**config.mk**
```make
export PLATFORM = sky130hd
export DESIGN_NAME = gia_irq_agg
export DESIGN_NICKNAME = d
export VERILOG_FILES = /design/src/rtl/gia_pkg.sv /design/src/rtl/gia_edge_det.sv /design/src/rtl/gia_cause_reg.sv /design/src/rtl/gia_mask_reg.sv /design/src/rtl/gia_group_req.sv /design/src/rtl/gia_irq_agg.sv
export SDC_FILE = /design/constraint.sdc
export NUM_CORES = 1
export LEC_CHECK = 0
export BUFFER_PORTS_ARGS = -buffer_cell sky130_fd_sc_hd__buf_2
export CAP_MARGIN = 20
export CORE_ASPECT_RATIO = 1.5
export CORE_MARGIN = 3
export CORE_UTILIZATION = 46
export DETAILED_ROUTE_END_ITERATION = 7
export PLACE_DENSITY = 0.65
export SYNTH_ARGS = -nofsm -noshare
export SYNTH_HDL_FRONTEND = slang
export SYNTH_SLANG_ARGS = --single-unit
```
**constraint.sdc**
```tcl
create_clock -name clk -period 1.6 [get_ports clk]
set_input_delay 0.08 -clock clk [delete_from_list [all_inputs] [get_ports clk]]
set_output_delay 0.08 -clock clk [all_outputs]
set_load 0.1 [all_outputs]
```
**src/rtl/gia_pkg.sv**
```systemverilog
package gia_pkg;
  // Fixed register placement; the two mask addresses are shifted by MASK_OFS.
  localparam int unsigned CAUSE_ADDR      = 32'h14;
  localparam int unsigned EDGE_MASK_BASE  = 32'h18;
  localparam int unsigned LEVEL_MASK_BASE = 32'h1C;

  typedef enum logic [1:0] {
    SEL_NONE  = 2'd0,
    SEL_CAUSE = 2'd1,
    SEL_EMASK = 2'd2,
    SEL_LMASK = 2'd3
  } reg_sel_e;
endpackage

```
**src/rtl/gia_edge_det.sv**
```systemverilog
module gia_edge_det #(
  parameter int W = 32
) (
  input  logic         clk,
  input  logic         rst_n,
  input  logic [W-1:0] din,
  output logic [W-1:0] rise
);
  logic [W-1:0] prev_q, prev_d;
  logic         armed_q, armed_d;

  always_comb begin
    prev_d  = din;
    armed_d = 1'b1;
  end

  always_ff @(posedge clk or negedge rst_n) begin
    if (!rst_n) begin
      prev_q  <= '0;
      armed_q <= 1'b0;
    end else begin
      prev_q  <= prev_d;
      armed_q <= armed_d;
    end
  end

  // The first cycle after reset only captures; a pin already high is no edge.
  assign rise = din & ~prev_q & {W{armed_q}};
endmodule

```
**src/rtl/gia_cause_reg.sv**
```systemverilog
module gia_cause_reg #(
  parameter int W = 32
) (
  input  logic         clk,
  input  logic         rst_n,
  input  logic         wr_en,
  input  logic [W-1:0] wdata,
  input  logic [W-1:0] rise,
  output logic [W-1:0] cause
);
  logic [W-1:0] cause_q, cause_d;

  always_comb begin
    cause_d = cause_q;
    if (wr_en) cause_d = cause_d & wdata;
    cause_d = cause_d | rise;
  end

  always_ff @(posedge clk or negedge rst_n) begin
    if (!rst_n) cause_q <= '0;
    else        cause_q <= cause_d;
  end

  assign cause = cause_q;


  edge_wins_chk: assert property (@(posedge clk) disable iff (!rst_n)
    1'b1 |=> ((cause & $past(rise)) == $past(rise)));


  cause_hold_chk: assert property (@(posedge clk) disable iff (!rst_n)
    !wr_en |=> ((cause & $past(cause)) == $past(cause)));
endmodule

```
**src/rtl/gia_mask_reg.sv**
```systemverilog
module gia_mask_reg #(
  parameter int W = 32
) (
  input  logic         clk,
  input  logic         rst_n,
  input  logic         wr_en,
  input  logic [W-1:0] wdata,
  output logic [W-1:0] q
);
  logic [W-1:0] q_r, q_d;

  always_comb begin
    q_d = q_r;
    if (wr_en) q_d = wdata;
  end

  always_ff @(posedge clk or negedge rst_n) begin
    if (!rst_n) q_r <= '0;
    else        q_r <= q_d;
  end

  assign q = q_r;
endmodule

```
**src/rtl/gia_group_req.sv**
```systemverilog
module gia_group_req #(
  parameter int W     = 32,
  parameter int GROUP = 8,
  localparam int NGRP = W / GROUP
) (
  input  logic            clk,
  input  logic            rst_n,
  input  logic [W-1:0]    pend,
  output logic [NGRP-1:0] req
);
  logic [NGRP-1:0] req_q, req_d;

  for (genvar g = 0; g < NGRP; g++) begin : g_grp
    always_comb req_d[g] = |pend[g*GROUP +: GROUP];
  end

  always_ff @(posedge clk or negedge rst_n) begin
    if (!rst_n) req_q <= '0;
    else        req_q <= req_d;
  end

  assign req = req_q;
endmodule

```
**src/rtl/gia_irq_agg.sv**
```systemverilog
module gia_irq_agg
  import gia_pkg::*;
#(
  parameter int          NPINS    = 32,
  parameter int          GROUP    = 8,
  parameter int          AW       = 8,
  parameter int unsigned MASK_OFS = 0,
  localparam int NGRP = NPINS / GROUP
) (
  input  logic             clk,
  input  logic             rst_n,
  input  logic [NPINS-1:0] pin_in,
  input  logic             bus_wr,
  input  logic [AW-1:0]    bus_addr,
  input  logic [NPINS-1:0] bus_wdata,
  output logic [NPINS-1:0] bus_rdata,
  output logic [NGRP-1:0]  irq_req
);
  localparam logic [AW-1:0] A_CAUSE = AW'(CAUSE_ADDR);
  localparam logic [AW-1:0] A_EMASK = AW'(EDGE_MASK_BASE + MASK_OFS);
  localparam logic [AW-1:0] A_LMASK = AW'(LEVEL_MASK_BASE + MASK_OFS);

  reg_sel_e         sel;
  logic [NPINS-1:0] rise, cause, emask, lmask, pend;

  always_comb begin
    if      (bus_addr == A_CAUSE) sel = SEL_CAUSE;
    else if (bus_addr == A_EMASK) sel = SEL_EMASK;
    else if (bus_addr == A_LMASK) sel = SEL_LMASK;
    else                          sel = SEL_NONE;
  end

  gia_edge_det #(.W(NPINS)) u_edge (
    .clk(clk), .rst_n(rst_n), .din(pin_in), .rise(rise)
  );

  gia_cause_reg #(.W(NPINS)) u_cause (
    .clk(clk), .rst_n(rst_n), .wr_en(bus_wr && sel == SEL_CAUSE),
    .wdata(bus_wdata), .rise(rise), .cause(cause)
  );

  gia_mask_reg #(.W(NPINS)) u_emask (
    .clk(clk), .rst_n(rst_n), .wr_en(bus_wr && sel == SEL_EMASK),
    .wdata(bus_wdata), .q(emask)
  );

  gia_mask_reg #(.W(NPINS)) u_lmask (
    .clk(clk), .rst_n(rst_n), .wr_en(bus_wr && sel == SEL_LMASK),
    .wdata(bus_wdata), .q(lmask)
  );

  always_comb pend = (pin_in & lmask) | (cause & emask);

  gia_group_req #(.W(NPINS), .GROUP(GROUP)) u_grp (
    .clk(clk), .rst_n(rst_n), .pend(pend), .req(irq_req)
  );

  always_comb begin
    unique case (sel)
      SEL_CAUSE: bus_rdata = cause;
      SEL_EMASK: bus_rdata = emask;
      SEL_LMASK: bus_rdata = lmask;
      default:   bus_rdata = '0;
    endcase
  end


  reset_quiet_chk: assert property (@(posedge clk)
    !rst_n |-> (irq_req == '0 && cause == '0));


  masks_off_chk: assert property (@(posedge clk) disable iff (!rst_n)
    (emask == '0 && lmask == '0) |=> irq_req == '0);


  level_live_chk: assert property (@(posedge clk) disable iff (!rst_n)
    ((pin_in & lmask) != '0) |=> irq_req != '0);
endmodule

```
-- Yosys cells after proc, flatten, opt, wreduce, memory -nomap -nowiden
Cells that the tools add are included.
Widths: inputs -> output; s select.
- input bits: 75
- word-level logic and storage cells: 32
- flip-flop bits (word level): 133
- bitwise operators: 8
- reductions and logical operators: 7
- multiplexer cells: 5
- equality and inequality tests: 6
- operators by type and width (cell ; count):
    $and 32x32->32 ; 5
    $pmux 32 s3 ; 1
    $or 32x32->32 ; 2
    $mux 32 ; 1
    $not 32->32 ; 1
    $reduce_or 8->1 ; 4
    $eq 8x5->1 const B ; 3
    $mux 2 ; 3
    $eq 2x2->1 const B ; 2
    $logic_and 1x1->1 ; 3
    $eq 2x1->1 const B ; 1

-- Depth between registers and ports, before layout
Gate-level depths: netlist of the first run.
- depth in word-level cells: 8
- depth in mapped cells: 6
- depth with buffers taken out: 3

-- Hierarchy
From an unflattened synthesis of the first run, not the netlist that was laid out.
- cell total of the unflattened synthesis: 471
- area total of the unflattened synthesis: 6541.3 µm²
- modules (own cells, without submodules) (module ; seq. area each (µm²) ; area an instance (µm²) ; cells each ; instances):
    gia_mask_reg ; 800.8 ; 1345.0 ; 68 ; 2
    gia_cause_reg ; 800.8 ; 1263.7 ; 99 ; 1
    gia_irq_agg ; 0.0 ; 1257.5 ; 151 ; 1
    gia_edge_det ; 825.8 ; 1164.9 ; 69 ; 1
    gia_group_req ; 100.1 ; 165.2 ; 16 ; 1

-- Worst setup path before layout of the first run
Ideal clock, no wire load.
- path kind: input to output
- from: in bus_addr[3]
- to: out bus_rdata[10]
- required time: 1520 ps
- data arrival time: 2143 ps
- cell stages on the path: 6
- slack: -623 ps
- cells stage by stage: buf_2 -> nor2b_1 -> buf_2 -> clkbuf_1 -> a22oi_1 -> nor2_1
- cells in the longest elaborated chain, start to end: 6
- elaborated cells between the ends (all ways): 10
- those cells by class: eq/ne: 6; mux: 4
- RTL lines (item ; line ; text):
    start: declaration ; gia_irq_agg.sv:14 ; input logic [AW-1:0] bus_addr,
    $eq 8x5->1 ; gia_irq_agg.sv:29 ; else if (bus_addr == A_LMASK) sel = SEL_LMASK;
    $mux 2 ; gia_irq_agg.sv:29 ;
    $mux 2 ; gia_irq_agg.sv:28 ; else if (bus_addr == A_EMASK) sel = SEL_EMASK;
    $mux 2 (*) ; gia_irq_agg.sv:27 ; if (bus_addr == A_CAUSE) sel = SEL_CAUSE;
    $eq 2x2->1 or $eq 2x1->1 (tied branches) ; gia_irq_agg.sv:59 ; unique case (sel)
    $pmux 32 s3 (*) ; gia_irq_agg.sv:59 ;
    end: declaration ; gia_irq_agg.sv:16 ; output logic [NPINS-1:0] bus_rdata,
Every way passes the cells marked *; elsewhere a longest branch is shown, timed or not.

-- Worst setup path after layout of the first run
- from: reg u_cause.cause_q[17], in the netlist u_cause.cause[17]
- to: out bus_rdata[17]
- cells in the longest elaborated chain, start to end: 1
- RTL lines (item ; line ; text):
    start: declaration ; gia_cause_reg.sv:11 ; logic [W-1:0] cause_q, cause_d;
    start signal: assignment ; gia_cause_reg.sv:21 ; else cause_q <= cause_d;
    $pmux 32 s3 ; gia_irq_agg.sv:59 ;
No other way between the ends.

==> flow_results.xml, run 1 <==
<?xml version="1.0" encoding="UTF-8"?>
<metrics>
  <group name="run_status">
    <metric name="run_status" unit="">finished, violations left</metric>
    <metric name="violations" unit="">setup timing</metric>
  </group>
  <group name="cts">
    <metric name="tritoncts.num_buffers" unit="">17</metric>
    <metric name="cts_max_path_buffers" unit="">2</metric>
    <metric name="clock-sinks" unit="">133</metric>
    <metric name="cts.root.buffer_cell" unit="">clkbuf_16</metric>
    <metric name="clkTransAtPathRegs" unit="ns">0.06</metric>
    <metric name="cts.htree.levels" unit="">4</metric>
    <metric name="worstSkewPairLatency" unit="ns">0.41</metric>
    <metric name="cts_tree" unit="">built</metric>
  </group>
  <group name="min_path">
    <metric name="min_path_type" unit="">in2reg</metric>
    <metric name="timing.hold.worst_path_depth" unit="">4</metric>
    <metric name="worst_hold_startpoint" unit="">bus_addr[6]</metric>
  </group>
  <group name="floorplan">
    <metric name="placeableCoreArea" unit="mm²">0.01353</metric>
    <metric name="num_io_pins" unit="">111</metric>
    <metric name="die-height" unit="µm">150.3</metric>
    <metric name="floorplan.initialDensity" unit="%">47.20</metric>
    <metric name="design.die.area" unit="mm²">0.01537</metric>
    <metric name="rows" unit="">52</metric>
    <metric name="die_w" unit="µm">102.2</metric>
  </group>
  <group name="global_route">
    <metric name="globalRouteTotalUtil" unit="%">25.87</metric>
    <metric name="global_route_wire_length_before_repair" unit="µm">30110</metric>
    <metric name="grt_start_max_net_pins" unit="">39</metric>
    <metric name="first_global_vias" unit="">5703</metric>
    <metric name="grt_antenna_before_repair" unit="">0</metric>
    <metric name="gr-total-overflow" unit="">0</metric>
  </group>
  <group name="sta">
    <metric name="rsz0062_at_grt" unit="">true</metric>
    <metric name="report.final.setup_viol" unit="">3</metric>
    <metric name="maxClockFrequency" unit="MHz">620.2</metric>
    <metric name="period_minus_slack" unit="ns">1.612</metric>
    <metric name="hold_viol" unit="">0</metric>
    <metric name="maxSlewViolCount" unit="">0</metric>
    <metric name="finalClockSkew" unit="ns">0.005489</metric>
    <metric name="post-route-worst-setup-slack" unit="ns">-0.01232</metric>
    <metric name="setup_total_negative_slack" unit="ns">-0.02227</metric>
    <metric name="period_share" unit="%">100.8</metric>
  </group>
  <group name="route">
    <metric name="firstDrtPassIters" unit="">4</metric>
    <metric name="detailedRoute.firstIterationViolations" unit="">239</metric>
    <metric name="wl_per_cell" unit="µm">21.66</metric>
    <metric name="remaining_drc_errors" unit="">0</metric>
    <metric name="routed_wirelength" unit="µm">19510</metric>
    <metric name="vias_per_cell" unit="">5.822</metric>
    <metric name="postRouteAntennaNets" unit="">0</metric>
    <metric name="route.vias.total" unit="">5246</metric>
  </group>
  <group name="synth">
    <metric name="synth_nets" unit="">581</metric>
    <metric name="netlist_area" unit="mm²">0.006387</metric>
    <metric name="yosys_register_bits" unit="">133</metric>
    <metric name="synth.top_cell.area_share" unit="%">52.11</metric>
    <metric name="synth_warnings" unit="">0</metric>
    <metric name="syn_inst" unit="">506</metric>
    <metric name="yosys.cell_types.count" unit="">24</metric>
    <metric name="synth-seq-area-share" unit="%">52.11</metric>
    <metric name="syn_avg_cell_area" unit="µm²">12.62</metric>
    <metric name="synth.top_cells.by_area" unit="">dfrtp_1 (52%), mux2_2 (17%), o41ai_2 (7.6%)</metric>
    <metric name="post_synthesis_cell_type_with_the_largest_combined_area" unit="">dfrtp_1</metric>
  </group>
  <group name="worst_setup_path">
    <metric name="crit_path_start_kind" unit="">flip-flop</metric>
    <metric name="end_kind" unit="">primary output</metric>
    <metric name="cp_max_fo" unit="">3</metric>
    <metric name="timing.critical_path.slowest_stage_cell" unit="">dfrtp_1</metric>
    <metric name="worstReg2RegStart" unit="">u_lmask.q[21]$_DFFE_PN0P_</metric>
    <metric name="critPathKind" unit="">reg2out</metric>
    <metric name="crit_required" unit="ns">1.52</metric>
    <metric name="crit_path_cell_trace" unit="">mux2_2 -&gt; a22oi_1 -&gt; nor2_2 -&gt; buf_12</metric>
    <metric name="critical_path.max_stage_delay" unit="ns">0.41</metric>
    <metric name="reg2reg_depth" unit="">4</metric>
    <metric name="worst_ep_arrival_time" unit="ns">1.53</metric>
    <metric name="setup.worst_path.start" unit="">u_cause.cause[17]$_DFF_PN0_</metric>
  </group>
  <group name="layout">
    <metric name="post_route_cells_drive_above_1_share" unit="%">53.32</metric>
    <metric name="fin_cells" unit="">901</metric>
    <metric name="mostFrequentLayoutCell" unit="">dfrtp_1</metric>
    <metric name="finalCoreUtilization" unit="%">70.59</metric>
    <metric name="finalNetCount" unit="">801</metric>
    <metric name="fill_cells" unit="">928</metric>
    <metric name="n_antenna_cell" unit="">0</metric>
    <metric name="area_delta_synth_final" unit="%">49.56</metric>
    <metric name="layout.cells.most_common_list" unit="">dfrtp_1 (133), mux2_2 (90), buf_2 (77), dlygate4sd3_1 (65), buf_4 (58)</metric>
  </group>
  <group name="power_and_ir_drop">
    <metric name="power-per-cell-area" unit="mW/mm²">974.3</metric>
    <metric name="total_leakage_power" unit="nW">4.199</metric>
    <metric name="ir_worst_vdd" unit="µV">987.0</metric>
    <metric name="report.power.total" unit="mW">9.308</metric>
  </group>
  <group name="job">
    <metric name="maxCapViolCount" unit="">0</metric>
  </group>
  <group name="place">
    <metric name="place.detailed.hpwl" unit="µm">12710</metric>
    <metric name="dp_slack" unit="ns">-0.2123</metric>
    <metric name="gp_congestion" unit="">0.8516</metric>
    <metric name="placed_cells" unit="">774</metric>
    <metric name="port_buffers" unit="">110</metric>
  </group>
</metrics>
==> cells by family (layout without fill, tap and decap cells) <==
family | Yosys count | count (layout) | synth area share (%)
AO/OA/AOI/OAI | 97 | 97 | 16.14
AND/OR/NAND/NOR | 141 | 141 | 12.01
other | 1 | 1 | 0.05871
multiplexers | 96 | 96 | 16.92
buffers and inverters | 38 | 271 | 2.762
flip-flops | 133 | 133 | 52.11
==> layout make-up <==
cell class | count | area, µm² | area share [%]
timing repair buffer | 239 | 2252 | 23.58
tap | 162 | 202.7 | 2.122
multi-input combinational | 335 | 3113 | 32.59
sequential | 133 | 3328 | 34.84
clock inverter | 13 | 203.9 | 2.135
clock buffer | 19 | 452.9 | 4.741
==> routing by layer <==
metal	track usage [%]	wire length, µm	up-vias
li1	-	-	2332
met1	31.40	7637	2676
met2	45.31	10480	193
met3	4.312	843	45
met4	10.11	555	0
met5	0	0	-
==> path summary, 6_finish.rpt <==
check | end | slack (ns)
max in group asynchronous | u_cause.cause[4]$_DFF_PN0_ | 0.82
worst max register to register | u_grp.req[2]$_DFF_PN0_ | 0.20
worst min register to register | u_cause.cause[30]$_DFF_PN0_ | 0.45
min in group asynchronous | u_lmask.q[30]$_DFFE_PN0P_ | 0.19
worst max-delay path | bus_rdata[17] | -0.01
worst min-delay path | u_cause.cause[30]$_DFF_PN0_ | 0.10
==> cells in the mapped netlist <==
| library cell | count |
|---|---|
| a221oi_1 | 16 |
| a22o_1 | 16 |
| or4b_1 | 1 |
| nand3_1 | 1 |
| nand4_1 | 5 |
| buf_1 | 3 |
| buf_2 | 9 |
| o41ai_2 | 30 |
| o21ai_0 | 1 |
| conb_1 | 1 |
| o41ai_1 | 2 |
| a22oi_1 | 32 |
| and3_1 | 1 |
| buf_6 | 3 |
| nor4b_2 | 1 |
| nand2_1 | 33 |
| nor2b_1 | 1 |
| clkbuf_1 | 23 |
| or2_2 | 1 |
| nand3b_1 | 31 |
| mux2_2 | 96 |
| nand2b_1 | 33 |
| nor2_1 | 33 |
| dfrtp_1 | 133 |
==> stage by stage <==
stage	area, µm²	hold slack, ns
after floorplan	6467	-0.2156
after global placement	7878	0.05888
after detailed placement	7878	0.06340
after CTS	9336	0.1070
after global routing	9553	0.1328
final	9553	0.1018
==> power by group <==
group | internal, mW | switching [mW] | leakage, nW
combinational | 0.559 | 0.814 | 2.29
sequential | 3.53 | 0.102 | 1.60
clock | 2.84 | 1.46 | 0.311
total | 6.93 | 2.38 | 4.20
==> what timing repair did <==
action	4_1_cts	5_1_grt
pin swaps	3	2
gates resized for setup	11	19
setup buffers	13	17
hold buffers	65	0
endpoints found under the hold margin	183	0
setup endpoints to repair	27	30
==> state kept, by name, indices dropped and copies added, names as in the netlist <==
name and flops:
u_emask.q 32, u_lmask.q 32, u_edge.prev_q 32, u_edge.armed_q 1
u_cause.cause 32, u_grp.req 4
==> worst max-delay path: cells and delay by family, from the launching register on <==
kind | cells | cell delay, ns
DFF | 1 | 0.41
muxes | 1 | 0.27
and+or+nand+nor | 1 | 0.08
buffers and inverters | 1 | 0.17
AOI/OAI and AO/OA | 1 | 0.20
(Power assumes the default switching activity.)
==> run 2, diff against run 1 <==
- ABC_AREA: default -> 1
==> flow_results.xml, run 2 <==
<?xml version="1.0" encoding="UTF-8"?>
<metrics>
  <group name="cts">
    <metric name="cts.htree.levels" unit="">4</metric>
    <metric name="cts_tree" unit="">built</metric>
    <metric name="worstSkewPairLatency" unit="ns">0.42</metric>
    <metric name="clkTransAtPathRegs" unit="ns">0.05</metric>
    <metric name="tritoncts.num_buffers" unit="">17</metric>
    <metric name="cts.root.buffer_cell" unit="">clkbuf_16</metric>
    <metric name="clock-sinks" unit="">133</metric>
    <metric name="cts_max_path_buffers" unit="">2</metric>
    <metric name="post-cts-setup-buffers" unit="">0</metric>
  </group>
  <group name="layout">
    <metric name="finalNetCount" unit="">965</metric>
    <metric name="area_delta_synth_final" unit="%">47.75</metric>
    <metric name="finalCoreUtilization" unit="%">69.53</metric>
    <metric name="finalInstanceArea" unit="mm²">0.008700</metric>
    <metric name="fill_cells" unit="">991</metric>
    <metric name="mostFrequentLayoutCell" unit="">nand2_1</metric>
    <metric name="n_antenna_cell" unit="">0</metric>
    <metric name="fin_cells" unit="">1059</metric>
    <metric name="layout.cells.most_common_list" unit="">nand2_1 (262), dfrtp_1 (133), buf_2 (77), nand3_1 (68), dlygate4sd3_1 (65)</metric>
    <metric name="post_route_cells_drive_above_1_share" unit="%">23.48</metric>
  </group>
  <group name="sta">
    <metric name="post-route-worst-setup-slack" unit="ns">0.1460</metric>
    <metric name="finalClockSkew" unit="ns">0.01324</metric>
    <metric name="rsz0062_at_grt" unit="">false</metric>
    <metric name="hold_viol" unit="">0</metric>
    <metric name="report.final.setup_viol" unit="">0</metric>
    <metric name="maxSlewViolCount" unit="">0</metric>
    <metric name="setup_total_negative_slack" unit="ns">0</metric>
    <metric name="period_share" unit="%">90.87</metric>
    <metric name="maxClockFrequency" unit="MHz">687.8</metric>
    <metric name="hold-worst-slack" unit="ns">0.09136</metric>
    <metric name="period_minus_slack" unit="ns">1.454</metric>
  </group>
  <group name="synth">
    <metric name="synth_async_sr_flop_share" unit="%">100.0</metric>
    <metric name="yosysMostFrequentCell" unit="">nand2_1</metric>
    <metric name="synth-edff-count" unit="">0</metric>
    <metric name="synth-seq-area-share" unit="%">56.52</metric>
    <metric name="synth.top_cell.area_share" unit="%">56.52</metric>
    <metric name="yosys_register_bits" unit="">133</metric>
    <metric name="netlist_area" unit="mm²">0.005888</metric>
    <metric name="syn_inst" unit="">701</metric>
    <metric name="synth_warnings" unit="">0</metric>
    <metric name="post_synthesis_cell_type_with_the_largest_combined_area" unit="">dfrtp_1</metric>
    <metric name="synth_nets" unit="">776</metric>
    <metric name="yosys.cell_types.count" unit="">18</metric>
    <metric name="syn_avg_cell_area" unit="µm²">8.400</metric>
    <metric name="postSynth.topFlopCell" unit="">dfrtp_1</metric>
    <metric name="synth.top_cells.by_area" unit="">dfrtp_1 (57%), nand2_1 (17%), nand3_1 (8.5%)</metric>
    <metric name="yosys-top-cells-count" unit="">nand2_1 (262), dfrtp_1 (133), nand3_1 (100)</metric>
  </group>
  <group name="route">
    <metric name="postRouteAntennaNets" unit="">0</metric>
    <metric name="wl_per_cell" unit="µm">16.36</metric>
    <metric name="routed_wirelength" unit="µm">17330</metric>
    <metric name="remaining_drc_errors" unit="">0</metric>
    <metric name="vias_per_cell" unit="">5.316</metric>
    <metric name="firstDrtPassIters" unit="">5</metric>
    <metric name="route.vias.total" unit="">5630</metric>
    <metric name="detailedRoute.firstIterationViolations" unit="">296</metric>
  </group>
  <group name="power_and_ir_drop">
    <metric name="seqPwrFrac" unit="%">41.7</metric>
    <metric name="power-per-cell-area" unit="mW/mm²">996.6</metric>
    <metric name="total_switching_power" unit="mW">2.222</metric>
    <metric name="report.power.total" unit="mW">8.670</metric>
    <metric name="ir_worst_vdd" unit="µV">677.3</metric>
    <metric name="comb_power_share" unit="%">11.8</metric>
    <metric name="p_int" unit="mW">6.448</metric>
    <metric name="total_leakage_power" unit="nW">4.225</metric>
    <metric name="clk_network_pwr_share" unit="%">46.4</metric>
    <metric name="netSwitchingFraction" unit="%">25.63</metric>
  </group>
  <group name="floorplan">
    <metric name="floorplan.initialDensity" unit="%">47.06</metric>
    <metric name="placeableCoreArea" unit="mm²">0.01251</metric>
    <metric name="num_io_pins" unit="">111</metric>
    <metric name="design.die.area" unit="mm²">0.01422</metric>
    <metric name="rows" unit="">50</metric>
    <metric name="die_w" unit="µm">98.38</metric>
    <metric name="die-height" unit="µm">144.6</metric>
  </group>
  <group name="worst_setup_path">
    <metric name="crit_path_start_kind" unit="">input pin</metric>
    <metric name="crit_required" unit="ns">1.52</metric>
    <metric name="setup.worst_path.start" unit="">bus_addr[5]</metric>
    <metric name="worst_ep_arrival_time" unit="ns">1.37</metric>
    <metric name="cp_max_fo" unit="">25</metric>
    <metric name="worstReg2RegStart" unit="">u_emask.q[22]$_DFFE_PN0P_</metric>
    <metric name="critPathKind" unit="">in2out</metric>
    <metric name="end_kind" unit="">primary output</metric>
  </group>
  <group name="run_status">
    <metric name="run_status" unit="">complete, no violations</metric>
  </group>
  <group name="min_path">
    <metric name="min_path_type" unit="">in2reg</metric>
    <metric name="worst_hold_startpoint" unit="">bus_wr</metric>
  </group>
  <group name="global_route">
    <metric name="globalRouteTotalUtil" unit="%">25.58</metric>
    <metric name="first_global_vias" unit="">5813</metric>
    <metric name="gr-total-overflow" unit="">0</metric>
    <metric name="grt_start_max_net_pins" unit="">65</metric>
    <metric name="global_route_wire_length_before_repair" unit="µm">28680</metric>
    <metric name="grt_antenna_before_repair" unit="">0</metric>
  </group>
  <group name="place">
    <metric name="place.detailed.hpwl" unit="µm">11370</metric>
    <metric name="dp_slack" unit="ns">0.09395</metric>
    <metric name="port_buffers" unit="">110</metric>
    <metric name="gp_congestion" unit="">0.8052</metric>
    <metric name="placed_cell_area" unit="mm²">0.007426</metric>
    <metric name="placed_cells" unit="">962</metric>
  </group>
  <group name="job">
    <metric name="maxCapViolCount" unit="">0</metric>
  </group>
</metrics>
[run 2: cell type report]
class | count | area (µm²) | area share (%)
inverters | 40 | 150.1 | 1.726
repair buffers | 204 | 1984 | 22.81
clock buffers | 20 | 466.7 | 5.365
multi-input cells | 494 | 2422 | 27.84
clock inverters | 12 | 152.6 | 1.755
well taps | 156 | 195.2 | 2.244
flip-flops and latches | 133 | 3328 | 38.26
[run 2: worst paths after layout]
path                                                    end  slack (ns)  depth (start not counted)
worst min-delay path              u_lmask.q[20]$_DFFE_PN0P_        0.09                          3
worst max register to register       u_grp.req[2]$_DFF_PN0_        0.53                          4
max in group asynchronous       u_edge.prev_q[24]$_DFF_PN0_        0.84                          3
min in group asynchronous        u_edge.prev_q[1]$_DFF_PN0_        0.16                          2
worst max-delay path                           bus_rdata[4]        0.15                         10
worst min register to register  u_cause.cause[27]$_DFF_PN0_        0.49                          2
[run 2: timing repair]
item                                   in CTS  in global routing
setup endpoints to repair                   0                  1
hold buffers                               65                  0
endpoints found under the hold margin     235                  0
gates resized for setup                     0                  1
[run 2: worst max-delay path: stages]
cell,delay [ns]
buf_2,0.11
inv_2,0.04
nand2_1,0.07
nor2_4,0.14
nand2_2,0.10
nor2_4,0.13
buf_4,0.30
nand2_1,0.12
nand3_2,0.11
buf_12,0.17
[run 2: cells by family after synthesis]
family                 share of synthesized area (%)
buffers and inverters                          5.100
AOI/OAI and AO/OA                              5.865
DFF                                            56.52
and+or+nand+nor                                32.45
other                                        0.06369
[run 2: layer usage]
layer | up-vias | wire [µm] | GRT usage, %
met2 | 216 | 9172 | 45.38
met1 | 2707 | 6743 | 30.44
met3 | 37 | 919 | 5.357
met5 | - | 0 | 0
met4 | 0 | 491 | 10.00
li1 | 2670 | - | -
[run 2: power by group through the flow]
stage	clock (mW)	combinational, mW	sequential (mW)
after global placement	0	0.887	3.67
after detailed placement	0	0.904	3.68
final	4.03	1.03	3.62
after global routing	4.24	1.11	3.64
after CTS	4.08	1.03	3.62
after floorplan	0	0.269	3.92
==> run 3, diff against run 2 <==
- clock period: 1.6 -> 1.45 ns (I/O delays scaled with it)
==> flow_results.xml, run 3 (synthesis results as in run 2) <==
<?xml version="1.0" encoding="UTF-8"?>
<metrics>
  <group name="layout">
    <metric name="fill_cells" unit="">975</metric>
    <metric name="layout.cells.most_common_list" unit="">nand2_1 (262), dfrtp_1 (133), buf_2 (77), nand3_1 (68), dlygate4sd3_1 (65)</metric>
    <metric name="post_route_cells_drive_above_1_share" unit="%">24.12</metric>
    <metric name="finalNetCount" unit="">974</metric>
    <metric name="area_delta_synth_final" unit="%">50.45</metric>
    <metric name="mostFrequentLayoutCell" unit="">nand2_1</metric>
    <metric name="fin_cells" unit="">1068</metric>
    <metric name="n_antenna_cell" unit="">0</metric>
  </group>
  <group name="cts">
    <metric name="clock-sinks" unit="">133</metric>
    <metric name="cts_tree" unit="">built</metric>
    <metric name="worstSkewPairLatency" unit="ns">0.41</metric>
    <metric name="clkTransAtPathRegs" unit="ns">0.05</metric>
    <metric name="cts_max_path_buffers" unit="">2</metric>
    <metric name="cts.root.buffer_cell" unit="">clkbuf_16</metric>
    <metric name="cts.htree.levels" unit="">4</metric>
    <metric name="tritoncts.num_buffers" unit="">17</metric>
  </group>
  <group name="sta">
    <metric name="post-route-worst-setup-slack" unit="ns">0.02752</metric>
    <metric name="maxSlewViolCount" unit="">0</metric>
    <metric name="report.final.setup_viol" unit="">0</metric>
    <metric name="maxClockFrequency" unit="MHz">703.0</metric>
    <metric name="hold_viol" unit="">0</metric>
    <metric name="rsz0062_at_grt" unit="">true</metric>
    <metric name="finalClockSkew" unit="ns">0.008555</metric>
    <metric name="period_minus_slack" unit="ns">1.422</metric>
    <metric name="period_share" unit="%">98.10</metric>
  </group>
  <group name="route">
    <metric name="firstDrtPassIters" unit="">5</metric>
    <metric name="postRouteAntennaNets" unit="">0</metric>
    <metric name="route.vias.total" unit="">5640</metric>
    <metric name="vias_per_cell" unit="">5.281</metric>
    <metric name="detailedRoute.firstIterationViolations" unit="">349</metric>
    <metric name="wl_per_cell" unit="µm">16.71</metric>
    <metric name="routed_wirelength" unit="µm">17850</metric>
    <metric name="remaining_drc_errors" unit="">0</metric>
  </group>
  <group name="global_route">
    <metric name="gr-total-overflow" unit="">0</metric>
    <metric name="first_global_vias" unit="">5772</metric>
    <metric name="grt_start_max_net_pins" unit="">65</metric>
    <metric name="global_route_wire_length_before_repair" unit="µm">28720</metric>
    <metric name="grt_antenna_before_repair" unit="">0</metric>
    <metric name="globalRouteTotalUtil" unit="%">25.64</metric>
  </group>
  <group name="floorplan">
    <metric name="floorplan.initialDensity" unit="%">47.06</metric>
    <metric name="design.die.area" unit="mm²">0.01422</metric>
    <metric name="placeableCoreArea" unit="mm²">0.01251</metric>
    <metric name="num_io_pins" unit="">111</metric>
    <metric name="rows" unit="">50</metric>
    <metric name="die-height" unit="µm">144.6</metric>
    <metric name="die_w" unit="µm">98.38</metric>
  </group>
  <group name="worst_setup_path">
    <metric name="crit_path_cell_trace" unit="">buf_2 -&gt; inv_2 -&gt; nand2_1 -&gt; nor2_4 -&gt; nand2_2 -&gt; nor2_4 -&gt; buf_12 -&gt; buf_12 -&gt; nand2_1 -&gt; nand3_2 -&gt; buf_12</metric>
    <metric name="critPathKind" unit="">in2out</metric>
    <metric name="reg2reg_depth" unit="">4</metric>
    <metric name="crit_top_cell" unit="">buf_12</metric>
    <metric name="ff2ff_setup_slack" unit="ns">0.36</metric>
    <metric name="worstReg2RegStart" unit="">u_emask.q[22]$_DFFE_PN0P_</metric>
    <metric name="cp_max_fo" unit="">11</metric>
    <metric name="timing.critical_path.slowest_stage_cell" unit="">buf_12</metric>
    <metric name="crit_required" unit="ns">1.38</metric>
    <metric name="setup.worst_path.start" unit="">bus_addr[5]</metric>
    <metric name="worst_setup_path_endpoint" unit="">bus_rdata[31]</metric>
    <metric name="critical_path.n_buffers_inverters" unit="">5</metric>
    <metric name="crit_reg_reg_endpoint" unit="">u_grp.req[2]$_DFF_PN0_</metric>
    <metric name="end_kind" unit="">primary output</metric>
    <metric name="critical_path.max_stage_delay" unit="ns">0.18</metric>
    <metric name="crit_path_leading_delay_family" unit="">simple AND/OR/NAND/NOR gates</metric>
    <metric name="number_of_logic_stages_on_the_critical_path_including_buffering" unit="">11</metric>
    <metric name="worst_ep_arrival_time" unit="ns">1.35</metric>
    <metric name="crit_path_start_kind" unit="">input pin</metric>
  </group>
  <group name="power_and_ir_drop">
    <metric name="total_leakage_power" unit="nW">4.316</metric>
    <metric name="power-per-cell-area" unit="mW/mm²">1116</metric>
    <metric name="report.power.total" unit="mW">9.883</metric>
    <metric name="ir_worst_vdd" unit="µV">666.6</metric>
  </group>
  <group name="place">
    <metric name="placed_cells" unit="">965</metric>
    <metric name="dp_slack" unit="ns">-0.009169</metric>
    <metric name="port_buffers" unit="">110</metric>
    <metric name="gp_congestion" unit="">0.8045</metric>
    <metric name="place.detailed.hpwl" unit="µm">11540</metric>
  </group>
  <group name="min_path">
    <metric name="min_path_type" unit="">in2async</metric>
  </group>
  <group name="run_status">
    <metric name="run_status" unit="">complete, no violations</metric>
  </group>
  <group name="job">
    <metric name="maxCapViolCount" unit="">0</metric>
  </group>
</metrics>
## run 3: worst min path at each step
stage	to	cells past startpoint	startpoint	slack [ns]
final	u_edge.prev_q[1]$_DFF_PN0_	2	rst_n	0.15
after global routing	u_edge.prev_q[1]$_DFF_PN0_	2	rst_n	0.19
after CTS	u_edge.prev_q[1]$_DFF_PN0_	2	rst_n	0.16
after detailed placement	u_edge.prev_q[1]$_DFF_PN0_	1	rst_n	0.02
after global placement	u_edge.prev_q[1]$_DFF_PN0_	1	rst_n	0.02
after floorplan	u_cause.cause[0]$_DFF_PN0_	0	rst_n	-0.22
## run 3: repair_timing
action / CTS / global route
hold buffers: 65 / 0
gates cloned: 0 / 1
endpoints found under the setup margin: 11 / 21
gates resized for setup: 2 / 5
endpoints found under the hold margin: 264 / 0
setup buffers: 0 / 5
## run 3: worst reg2reg max path, stage by stage (launching register included)
cell,delay (ns)
dfrtp_1,0.41
nand2_1,0.09
nand4_1,0.12
nor2_1,0.23
nand3_1,0.11
## run 3: power by group
part           total, mW  leakage (nW)  internal, mW  switching, mW
Clock               4.74         0.324          3.15           1.59
Sequential          4.00          1.60          3.89          0.102
Combinational       1.14          2.39         0.396          0.748
## run 3: area by class of cell
class | instances | area, µm² | share of cell area [%]
multi-input cells | 494 | 2422 | 27.34
clock inverters | 12 | 200.2 | 2.260
flip-flops and latches | 133 | 3328 | 37.57
well taps | 156 | 195.2 | 2.203
inverters | 40 | 150.1 | 1.695
repair buffers | 213 | 2106 | 23.77
clock buffers | 20 | 456.7 | 5.155
## run 3: routing by layer
| metal | part of all wire (%) | global-route usage [%] | up-vias | wire (µm) |
|---|---|---|---|---|
| met5 | 0 | 0 | - | 0 |
| met4 | 1.4 | 9.568 | 0 | 254 |
| met3 | 3.8 | 4.295 | 26 | 671 |
| met2 | 55 | 45.92 | 150 | 9821 |
| met1 | 40 | 31.05 | 2776 | 7098 |
| li1 | - | - | 2688 | - |
## run 3: per-stage QoR
stage	util [%]	hold WS [ns]	TNS, ns	instance area (µm²)
after floorplan	-	-0.2231	0	6043
after global placement	59.63	0.01536	0	7461
after detailed placement	59.63	0.02144	-0.01574	7461
after CTS	70.14	0.1579	0	8776
after global routing	70.80	0.1887	-0.9699	8859
final	70.80	0.1506	0	8859
